<file path="src/rtl/vsg_pkg.sv">
`timescale 1ns/1ps
package vsg_pkg;

  typedef struct packed {
    logic [1:0] adj;   // pixel data start shift
    logic [1:0] vs_w;  // vertical pulse width code
    logic [1:0] dly;   // sync-to-field delay code
    logic [1:0] hs_w;  // horizontal pulse width code
  } tim_t;

  typedef struct packed {
    logic master;
    logic vs_mode;
    logic half;
    tim_t tim;
  } cfg_t;

  function automatic logic [7:0] pulse_len(input logic [1:0] code);
    case (code)
      2'd0:    return 8'd1;
      2'd1:    return 8'd4;
      2'd2:    return 8'd16;
      default: return 8'd128;
    endcase
  endfunction

  function automatic logic [4:0] edge_dly(input logic [1:0] code);
    case (code)
      2'd0:    return 5'd0;
      2'd1:    return 5'd4;
      2'd2:    return 5'd8;
      default: return 5'd16;
    endcase
  endfunction

endpackage

</file>
<file path="src/rtl/vsg_cfg_regs.sv">
`timescale 1ns/1ps
module vsg_cfg_regs
  import vsg_pkg::*;
(
  input  logic       clk_i,
  input  logic       rst_ni,
  input  logic       we_i,
  input  logic       addr_i,
  input  logic [7:0] wdata_i,
  output cfg_t       act_o,
  output logic       restart_o
);

  logic [3:0] ctl_q;
  tim_t       tim_q;
  logic       rs_d1_q;
  cfg_t       act_q;

  // restart fires on the high-to-low transition of the stored bit
  assign restart_o = rs_d1_q & ~ctl_q[3];
  assign act_o     = act_q;

  always_ff @(posedge clk_i or negedge rst_ni) begin
    if (!rst_ni) begin
      ctl_q   <= '0;
      tim_q   <= '0;
      rs_d1_q <= 1'b0;
      act_q   <= '0;
    end else begin
      if (we_i) begin
        if (addr_i) tim_q <= tim_t'(wdata_i);
        else        ctl_q <= wdata_i[3:0];
      end
      rs_d1_q <= ctl_q[3];
      if (restart_o) begin
        act_q.master  <= ctl_q[0];
        act_q.vs_mode <= ctl_q[1];
        act_q.half    <= ctl_q[2];
        act_q.tim     <= tim_q;
      end
    end
  end

  p_shadow_hold_r10: assert property (@(posedge clk_i) disable iff (!rst_ni)
    !restart_o |=> $stable(act_q));

  p_restart_single_r9: assert property (@(posedge clk_i) disable iff (!rst_ni)
    restart_o |=> !restart_o);

endmodule

</file>
<file path="src/rtl/vsg_counters.sv">
`timescale 1ns/1ps
module vsg_counters #(
  parameter int LINE_PIX = 864,
  parameter int LINES    = 625,
  localparam int PIX_W   = $clog2(LINE_PIX),
  localparam int LINE_W  = $clog2(LINES + 1)
) (
  input  logic              clk_i,
  input  logic              rst_ni,
  input  logic              clr_i,
  output logic [PIX_W-1:0]  pix_o,
  output logic [LINE_W-1:0] line_o
);

  localparam logic [PIX_W-1:0]  PIX_LAST  = PIX_W'(LINE_PIX - 1);
  localparam logic [LINE_W-1:0] LINE_LAST = LINE_W'(LINES);
  localparam logic [LINE_W-1:0] LINE_ONE  = LINE_W'(1);

  always_ff @(posedge clk_i or negedge rst_ni) begin
    if (!rst_ni) begin
      pix_o  <= '0;
      line_o <= LINE_ONE;
    end else if (clr_i) begin
      pix_o  <= '0;
      line_o <= LINE_ONE;
    end else if (pix_o == PIX_LAST) begin
      pix_o  <= '0;
      line_o <= (line_o == LINE_LAST) ? LINE_ONE : line_o + LINE_ONE;
    end else begin
      pix_o <= pix_o + PIX_W'(1);
    end
  end

  p_pix_range_r2: assert property (@(posedge clk_i) disable iff (!rst_ni)
    pix_o <= PIX_LAST && line_o >= LINE_ONE && line_o <= LINE_LAST);

  p_frame_wrap_r2: assert property (@(posedge clk_i) disable iff (!rst_ni)
    (pix_o == PIX_LAST && line_o == LINE_LAST && !clr_i) |=> (pix_o == '0 && line_o == LINE_ONE));

  p_clr_align_r9: assert property (@(posedge clk_i) disable iff (!rst_ni)
    clr_i |=> (pix_o == '0 && line_o == LINE_ONE));

endmodule

</file>
<file path="src/rtl/vsg_outputs.sv">
`timescale 1ns/1ps
module vsg_outputs
  import vsg_pkg::*;
#(
  parameter int LINE_PIX     = 864,
  parameter int LINES        = 625,
  parameter int FIELD1_LINES = 313,
  parameter int HBLANK       = 144,
  localparam int PIX_W       = $clog2(LINE_PIX),
  localparam int LINE_W      = $clog2(LINES + 1),
  localparam int HALF        = LINE_PIX / 2
) (
  input  logic              clk_i,
  input  logic              rst_ni,
  input  logic              clr_i,
  input  cfg_t              cfg_i,
  input  logic [PIX_W-1:0]  pix_i,
  input  logic [LINE_W-1:0] line_i,
  output logic              hsync_no,
  output logic              field_vsync_o,
  output logic              pix_valid_o
);

  logic [15:0] pix16, hw16, fpos16, vpos16, de_thr16;
  logic [7:0]  vw;
  logic        line_f1, line_f2, vs_start;
  logic        hs_n_q, de_q, field_q, vs_n_q;
  logic [6:0]  vs_left_q;

  always_comb begin
    pix16    = 16'(pix_i);
    hw16     = 16'(pulse_len(cfg_i.tim.hs_w));
    vw       = pulse_len(cfg_i.tim.vs_w);
    vpos16   = 16'(edge_dly(cfg_i.tim.dly));
    fpos16   = vpos16 + (cfg_i.half ? 16'(HALF) : 16'd0);
    de_thr16 = 16'(HBLANK) + 16'(cfg_i.tim.adj);
    line_f1  = (line_i == LINE_W'(1));
    line_f2  = (line_i == LINE_W'(FIELD1_LINES + 1));
    vs_start = cfg_i.master && cfg_i.vs_mode && (line_f1 || line_f2) && (pix16 == vpos16);
  end

  always_ff @(posedge clk_i or negedge rst_ni) begin
    if (!rst_ni) begin
      hs_n_q    <= 1'b1;
      de_q      <= 1'b0;
      field_q   <= 1'b0;
      vs_n_q    <= 1'b1;
      vs_left_q <= '0;
    end else if (clr_i) begin
      hs_n_q    <= 1'b1;
      de_q      <= 1'b0;
      field_q   <= 1'b0;
      vs_n_q    <= 1'b1;
      vs_left_q <= '0;
    end else begin
      hs_n_q <= !(cfg_i.master && (pix16 < hw16));
      de_q   <= cfg_i.master && (pix16 >= de_thr16);
      if (pix16 == fpos16) begin
        if (line_f1)      field_q <= 1'b0;
        else if (line_f2) field_q <= 1'b1;
      end
      if (vs_start) begin
        vs_left_q <= 7'(vw - 8'd1);
        vs_n_q    <= 1'b0;
      end else if (vs_left_q != '0) begin
        vs_left_q <= vs_left_q - 7'd1;
        vs_n_q    <= 1'b0;
      end else begin
        vs_n_q <= 1'b1;
      end
    end
  end

  assign hsync_no      = hs_n_q;
  assign pix_valid_o   = de_q;
  assign field_vsync_o = !cfg_i.master ? 1'b1 : (cfg_i.vs_mode ? vs_n_q : field_q);

  p_slave_quiet_r1: assert property (@(posedge clk_i) disable iff (!rst_ni)
    !cfg_i.master |-> (hsync_no && field_vsync_o && !pix_valid_o));

  p_hs_line_start_r3: assert property (@(posedge clk_i) disable iff (!rst_ni)
    $fell(hs_n_q) |-> $past(pix_i) == '0);

  p_de_line_end_r4: assert property (@(posedge clk_i) disable iff (!rst_ni)
    $fell(de_q) |-> ($past(pix_i) == '0 || $past(clr_i)));

  p_field_edge_pos_r6: assert property (@(posedge clk_i) disable iff (!rst_ni)
    !$stable(field_q) |-> ($past(clr_i) || $past(pix16) == $past(fpos16)));

  p_vs_len_r8: assert property (@(posedge clk_i) disable iff (!rst_ni)
    (vs_left_q != '0) |-> !vs_n_q);

endmodule

</file>
<file path="src/rtl/vid_sync_gen.sv">
`timescale 1ns/1ps
module vid_sync_gen
  import vsg_pkg::*;
#(
  parameter int LINE_PIX     = 864,
  parameter int LINES        = 625,
  parameter int FIELD1_LINES = 313,
  parameter int HBLANK       = 144
) (
  input  logic       clk_i,
  input  logic       rst_ni,
  input  logic       cfg_we_i,
  input  logic       cfg_addr_i,
  input  logic [7:0] cfg_wdata_i,
  output logic       hsync_no,
  output logic       field_vsync_o,
  output logic       pix_valid_o
);

  localparam int PIX_W  = $clog2(LINE_PIX);
  localparam int LINE_W = $clog2(LINES + 1);

  cfg_t              act;
  logic              restart;
  logic [PIX_W-1:0]  pix;
  logic [LINE_W-1:0] line;

  vsg_cfg_regs u_regs (
    .clk_i     (clk_i),
    .rst_ni    (rst_ni),
    .we_i      (cfg_we_i),
    .addr_i    (cfg_addr_i),
    .wdata_i   (cfg_wdata_i),
    .act_o     (act),
    .restart_o (restart)
  );

  vsg_counters #(.LINE_PIX(LINE_PIX), .LINES(LINES)) u_cnt (
    .clk_i  (clk_i),
    .rst_ni (rst_ni),
    .clr_i  (restart),
    .pix_o  (pix),
    .line_o (line)
  );

  vsg_outputs #(
    .LINE_PIX(LINE_PIX), .LINES(LINES), .FIELD1_LINES(FIELD1_LINES), .HBLANK(HBLANK)
  ) u_out (
    .clk_i         (clk_i),
    .rst_ni        (rst_ni),
    .clr_i         (restart),
    .cfg_i         (act),
    .pix_i         (pix),
    .line_i        (line),
    .hsync_no      (hsync_no),
    .field_vsync_o (field_vsync_o),
    .pix_valid_o   (pix_valid_o)
  );

endmodule

</file>
<file path="config.mk">
export PLATFORM = sky130hd
export DESIGN_NAME = vid_sync_gen
export DESIGN_NICKNAME = d
export VERILOG_FILES = /design/src/rtl/vsg_pkg.sv /design/src/rtl/vsg_cfg_regs.sv /design/src/rtl/vsg_counters.sv /design/src/rtl/vsg_outputs.sv /design/src/rtl/vid_sync_gen.sv
export SDC_FILE = /design/constraint.sdc
export NUM_CORES = 1
export LEC_CHECK = 0
export ABC_AREA = 0
export BUFFER_PORTS_ARGS = -buffer_cell sky130_fd_sc_hd__buf_2
export CAP_MARGIN = 15
export CELL_PAD_IN_SITES_DETAIL_PLACEMENT = 1
export CELL_PAD_IN_SITES_GLOBAL_PLACEMENT = 2
export CORE_ASPECT_RATIO = 2
export CORE_MARGIN = 2
export CORE_UTILIZATION = 42
export DETAILED_ROUTE_END_ITERATION = 6
export PLACE_DENSITY_LB_ADDON = 0.1
export SYNTH_ARGS = -nofsm -noshare
export SYNTH_HDL_FRONTEND = slang
export SYNTH_SLANG_ARGS = --single-unit
</file>
<file path="constraint.sdc">
create_clock -name clk_i -period 3.6 [get_ports clk_i]
set_input_delay 0.36 -clock clk_i [delete_from_list [all_inputs] [get_ports clk_i]]
set_output_delay 0.36 -clock clk_i [all_outputs]
set_load 0.05 [all_outputs]
</file>
[Word-level counts from Yosys, hierarchy flattened]
Index checks and enable logic that the tools add are counted.
Storage, ports and cells
  register bits: 55
  bits in latches: 0
  RAM bits: 0
  memory bits (read-only): 0
  input port bits: 12
  output and inout port bits: 3
  word-level logic and storage cells: 84
  memories: 0
Operators by class
  $add $sub $neg: 6
  $mul: 0
  div/mod/pow operators: 0
  $lt $le $gt $ge: 2
  equality and inequality tests: 12
  shift operators: 0
  muxes and demuxes: 23
  bitwise gates (word level): 3
  reduce and logical (&&, ||, !) cells: 18
Operators with widths (number)
  10-bit two-way mux: 5
  5-bit one-hot mux with 3 select lines: 2
  8-bit one-hot mux with 3 select lines: 1
  7-bit two-way mux: 3
  10-bit by 1-bit adder with 10-bit output, second input constant: 2
  10-bit equality test, second input constant: 2
  5-bit by 16-bit adder with 16-bit output: 1
  10-bit by 16-bit equality test with 1-bit output: 1
  10-bit by 16-bit >= comparator with 1-bit output: 1
  7-bit by 1-bit subtractor with 7-bit output, second input constant: 2
  1-bit two-way mux: 11
  10-bit by 1-bit equality test with 1-bit output, second input constant: 1
  10-bit by 5-bit equality test with 1-bit output: 1
  10-bit by 9-bit equality test with 1-bit output, second input constant: 1
  10-bit by 8-bit < comparator with 1-bit output: 1
  8-bit by 2-bit adder with 9-bit output, first input constant: 1
  9-bit two-way mux: 1
  7-bit nonzero test: 1
  2-bit by 1-bit equality test with 1-bit output, second input constant: 3
  2-bit equality test, second input constant: 3
  2-bit logical NOT: 3
  2-bit AND reduction: 3
  3-bit nonzero test: 2
  1-bit logical AND: 5
  other kinds (5): 7

[Longest topological paths before layout]
  depth in word-level cells: 6
  depth in mapped cells: 8

[By module]
From an unflattened synthesis, not the netlist that was laid out.
Second synthesis, totals
  cell total of the unflattened synthesis: 264
  area, all modules: 2887.8 um^2
By module, submodules not included
  vsg_counters: instances 1, cells an instance 109, area each 1052.3 um^2, sequential area each 501.7 um^2
  vsg_cfg_regs: instances 1, cells an instance 53, area each 940.9 um^2, sequential area each 600.6 um^2
  vsg_outputs: instances 1, cells an instance 102, area each 894.6 um^2, sequential area each 277.8 um^2

[Worst setup path after synthesis]
Ideal clock, no wire load.
  kind: register -> register
  from: register u_cnt.line_o[0]
  to: register u_cnt.line_o[8]
  arrival: 2.035 ns
  data required time: 3.482 ns
  path slack: 1.447 ns
  cell stages (with the launch flop): 8
  path buffers: 1
  period minus slack after synthesis: 2.153 ns
  cell sequence: dfstp_2 -> ha_1 -> or4b_4 -> o41ai_4 -> or2_1 -> buf_6 -> a21oi_2 -> a21o_1
Between the ends
  word-level cells in the longest chain between the ends: 4
  elaborated cells between the ends (all ways): 5
RTL lines
  start: declaration: line vsg_counters.sv:12  | output logic [LINE_W-1:0] line_o
  start signal: assignment: line vsg_counters.sv:28  | line_o <= (line_o == LINE_LAST) ? LINE_ONE : line_o + LINE_ONE;
  10-bit by 1-bit adder with 10-bit output or 10-bit equality test (tied branches): line vsg_counters.sv:28
  10-bit two-way mux *: line vsg_counters.sv:28
  10-bit two-way mux *: line vsg_counters.sv:26  | end else if (pix_o == PIX_LAST) begin
  10-bit two-way mux *: line vsg_counters.sv:23  | end else if (clr_i) begin
Mark *: on every way between the ends. The rest lies on a longest branch, timed or not. The select of a mux whose other input is x is not followed.
A chain may end at the register's enable or synchronous reset.

[Final worst setup path]
Same ends and word-level chain as after synthesis.

==> run metrics <==
number of H-tree branching levels 2; Final Power slightly below 2 mW; final critical-path share of the clock period 66.9%; maximum fanout count along the critical path 9; pin count of the biggest net entering global routing 38; worst-case clock buffer depth 2; capture point of the critical path u_cnt.line_o[8]$_DFFE_PN0P_; Final nets 332; largest voltage drop on the vdd net 0.313 mV; CTS clk-pin slew, worst paths 70 ps; number of antenna violations at the first check in global routing 0; floorplan core area 6620 µm²; most common flop cell mapped by yosys sky130_fd_sc_hd__dfrtp_1; aggregate routed wire length 6910 µm; Crit Reg-Reg Startpoint u_cnt.line_o[0]$_DFFE_PN1P_; count of final max-slew check failures 0; Critical Path AT 2590 ps; cts-stage hold buffer count 0; actual transition at the worst max-transition pin ~880 ps; maxcap violations 0; area enclosed by the die boundary roughly 7600 µm²; number of buffers created by CTS 5; gr ovfl total 0; Mapped Nets roughly 320; Sinks on Clock Net 55; number of warnings issued by yosys 0; worst setup skew after layout 9.76 ps; CTS tree built; Residual DRC 0; number of hold violations in the final report 0; result of the run finished, final reports clean; count of flip-flops with a built-in enable after synthesis 0; fraction of post-synthesis cell area in the top cell type by area 45.2%; Startpoint Class flip-flop; unrepaired setup endpoints after global routing false; Avg Vias per Cell 5.50; average wire length per cell after detail routing roughly 17 µm; Pwr Density 626 nW/µm²; post-route antenna net violation count 0; layout cells sized above 1 14.9%; first-pass GRT wire length approximately 11000 µm; commonest cells after routing, fill and taps aside 52 x sky130_fd_sc_hd__dfrtp_1, 49 x sky130_fd_sc_hd__nand2_1, 20 x sky130_fd_sc_hd__nor2_1; sequential cell area fraction in the yosys report 47.9%; DIE HEIGHT roughly 120 µm; register bit count reported by yosys 55; leading cell types by total area after synthesis sky130_fd_sc_hd__dfrtp_1 45%, sky130_fd_sc_hd__nand2_1 6.4%, sky130_fd_sc_hd__ha_1 5.2%, sky130_fd_sc_hd__mux2_2 4.7%, sky130_fd_sc_hd__o21ai_0 2.8%; total via count in the routed design 2184; number of top-level pins 15; required time at the endpoint of the critical path 3780 ps; DIE WIDTH 62.5 µm; path depth of the worst reg2reg path 6; clock tree root buffer cell sky130_fd_sc_hd__clkbuf_16; highest achievable clock rate slightly above 0.4 GHz; register-to-register setup slack 1190 ps; effective utilization at floorplan 43.5%; Port Buffer Count 14; number of unique standard cell types used by synthesis 47; total track usage 20.0%; time the final worst path needs with I/O delays and setup 2410 ps; final setup violation count 0; syn_area_per_cell approximately 9.7 µm²; most common cell after layout, fill and taps aside sky130_fd_sc_hd__dfrtp_1; Critical Path Sink Type flip-flop; vias in the first global route roughly 2300; type of the setup path with the least slack flip-flop to flip-flop; dominant cell type by area after synthesis sky130_fd_sc_hd__dfrtp_1; routability congestion estimate roughly 0.78; crit path from u_cnt.line_o[0]$_DFFE_PN1P_; asr flop ratio synth 100%; final setup TNS 0 ps; number of antenna diodes 0; Leakage 1.44 nW; Slew HR between 40% and 50%; class of the tightest hold or removal check primary input to asynchronous set/reset pin; destination of the worst register-to-register timing path u_cnt.line_o[8]$_DFFE_PN0P_; count of TritonRoute iterations in the first routing pass 4; number of gates given a new drive strength after cts 0; post-CTS setup-driven buffer insertion count 0; clock insertion delay at the later pin of the skew report 300 ps; number of core rows 42; synthesized netlist cell count 298; Area Growth Syn to Fin 9.95%; initial DRC count 57; DP HPWL 5280 µm; post-synth design cell area 2880 µm²
-- layout make-up --
cell class / count / area [µm²]
Timing Repair Buffer: 17 / 92.6
Fill cell: 795 / 3460
Clock inverter: 2 / 17.5
Clock buffer: 6 / 129
Tap cell: 88 / 110
Inverter: 12 / 45.0
Sequential cell: 55 / 1380
Multi-Input combinational cell: 217 / 1390
-- kinds of logic after synthesis --
| family | count (synthesis) | share of synthesized area (%) |
|---|---|---|
| simple gates | 127 | 21.5 |
| buf+inv | 26 | 3.74 |
| compound gates | 51 | 12.3 |
| xor+xnor | 14 | 4.26 |
| mux | 13 | 5.04 |
| flops | 55 | 47.9 |
| fa+ha+maj | 12 | 5.21 |
-- power breakdown --
part	leakage [nW]	internal, mW	switching (mW)
sequential	0.699	0.756	0.148
combinational	0.670	0.262	0.329
clock	0.0710	0.261	0.224
-- how the worst min path moves through the flow --
stage	startpoint	endpoint	slack, ps	depth (start not counted)
global placement	u_regs.ctl_q[3]$_DFFE_PN0P_	u_regs.rs_d1_q$_DFF_PN0_	400	0
floorplan	rst_ni	u_cnt.line_o[1]$_DFFE_PN0P_	60	0
finish	rst_ni	u_cnt.pix_o[9]$_DFF_PN0_	180	1
CTS	rst_ni	u_cnt.line_o[1]$_DFFE_PN0P_	200	1
global route	rst_ni	u_cnt.pix_o[9]$_DFF_PN0_	230	1
detailed placement	u_regs.ctl_q[3]$_DFFE_PN0P_	u_regs.rs_d1_q$_DFF_PN0_	410	0
-- stage by stage --
stage	area, µm²	util, %	worst slack, ps	hold slack [ps]	std cells
6_report	3170	47.8	1190	183	397
3_5_place_dp	3020	45.6	1160	408	389
2_1_floorplan	2880	-	1450	64.4	298
5_1_grt	3170	47.8	1040	234	397
4_1_cts	3170	47.8	1150	203	397
3_3_place_gp	3020	45.6	1240	398	389
-- synth_stat cells, types with 2 or more instances --
library cell	count
sky130_fd_sc_hd__nand3_1	11
sky130_fd_sc_hd__and2_1	2
sky130_fd_sc_hd__dfrtp_1	52
sky130_fd_sc_hd__mux2_2	12
sky130_fd_sc_hd__a21boi_0	3
sky130_fd_sc_hd__nor2_1	20
sky130_fd_sc_hd__nand2b_1	4
sky130_fd_sc_hd__nand4_1	3
sky130_fd_sc_hd__dfstp_2	3
sky130_fd_sc_hd__nor2b_1	3
sky130_fd_sc_hd__ha_1	12
sky130_fd_sc_hd__a21oi_1	9
sky130_fd_sc_hd__inv_1	12
sky130_fd_sc_hd__o22ai_1	2
sky130_fd_sc_hd__clkbuf_1	10
sky130_fd_sc_hd__xor2_1	6
sky130_fd_sc_hd__o211a_1	2
sky130_fd_sc_hd__o21ai_0	16
sky130_fd_sc_hd__xnor2_1	8
sky130_fd_sc_hd__nand2_1	49
sky130_fd_sc_hd__or2_2	4
sky130_fd_sc_hd__nand4b_1	2
sky130_fd_sc_hd__or3_1	7
sky130_fd_sc_hd__o41ai_1	2
sky130_fd_sc_hd__buf_2	2
sky130_fd_sc_hd__o21a_1	3
sky130_fd_sc_hd__o31ai_1	5
sky130_fd_sc_hd__and3_1	4
sky130_fd_sc_hd__nor3_1	9
sky130_fd_sc_hd__nor4_1	4
-- flip-flops by register name, indices dropped and copies added (netlist names), 4 cells and up --
| name | flops |
|---|---|
| u_cnt.line_o | 10 |
| u_regs.ctl_q | 4 |
| u_cnt.pix_o | 10 |
| u_out.vs_left_q | 7 |
| u_regs.act_o | 11 |
| u_regs.tim_q | 8 |
-- layer usage --
layer	GRT usage (%)	share of wire, %
met1	20.1	37
met2	38.8	57
met3	3.34	1.9
met4	9.17	3.4
met5	0	0
-- worst max-delay path: stages, from the launching register on --
cell                      delay, ps
sky130_fd_sc_hd__dfstp_2        570
sky130_fd_sc_hd__ha_1           140
sky130_fd_sc_hd__or4b_4         490
sky130_fd_sc_hd__o41ai_4        550
sky130_fd_sc_hd__or2_1          350
sky130_fd_sc_hd__a21oi_2         50
sky130_fd_sc_hd__a21o_1         160
Power figures use the tool's default switching activity.
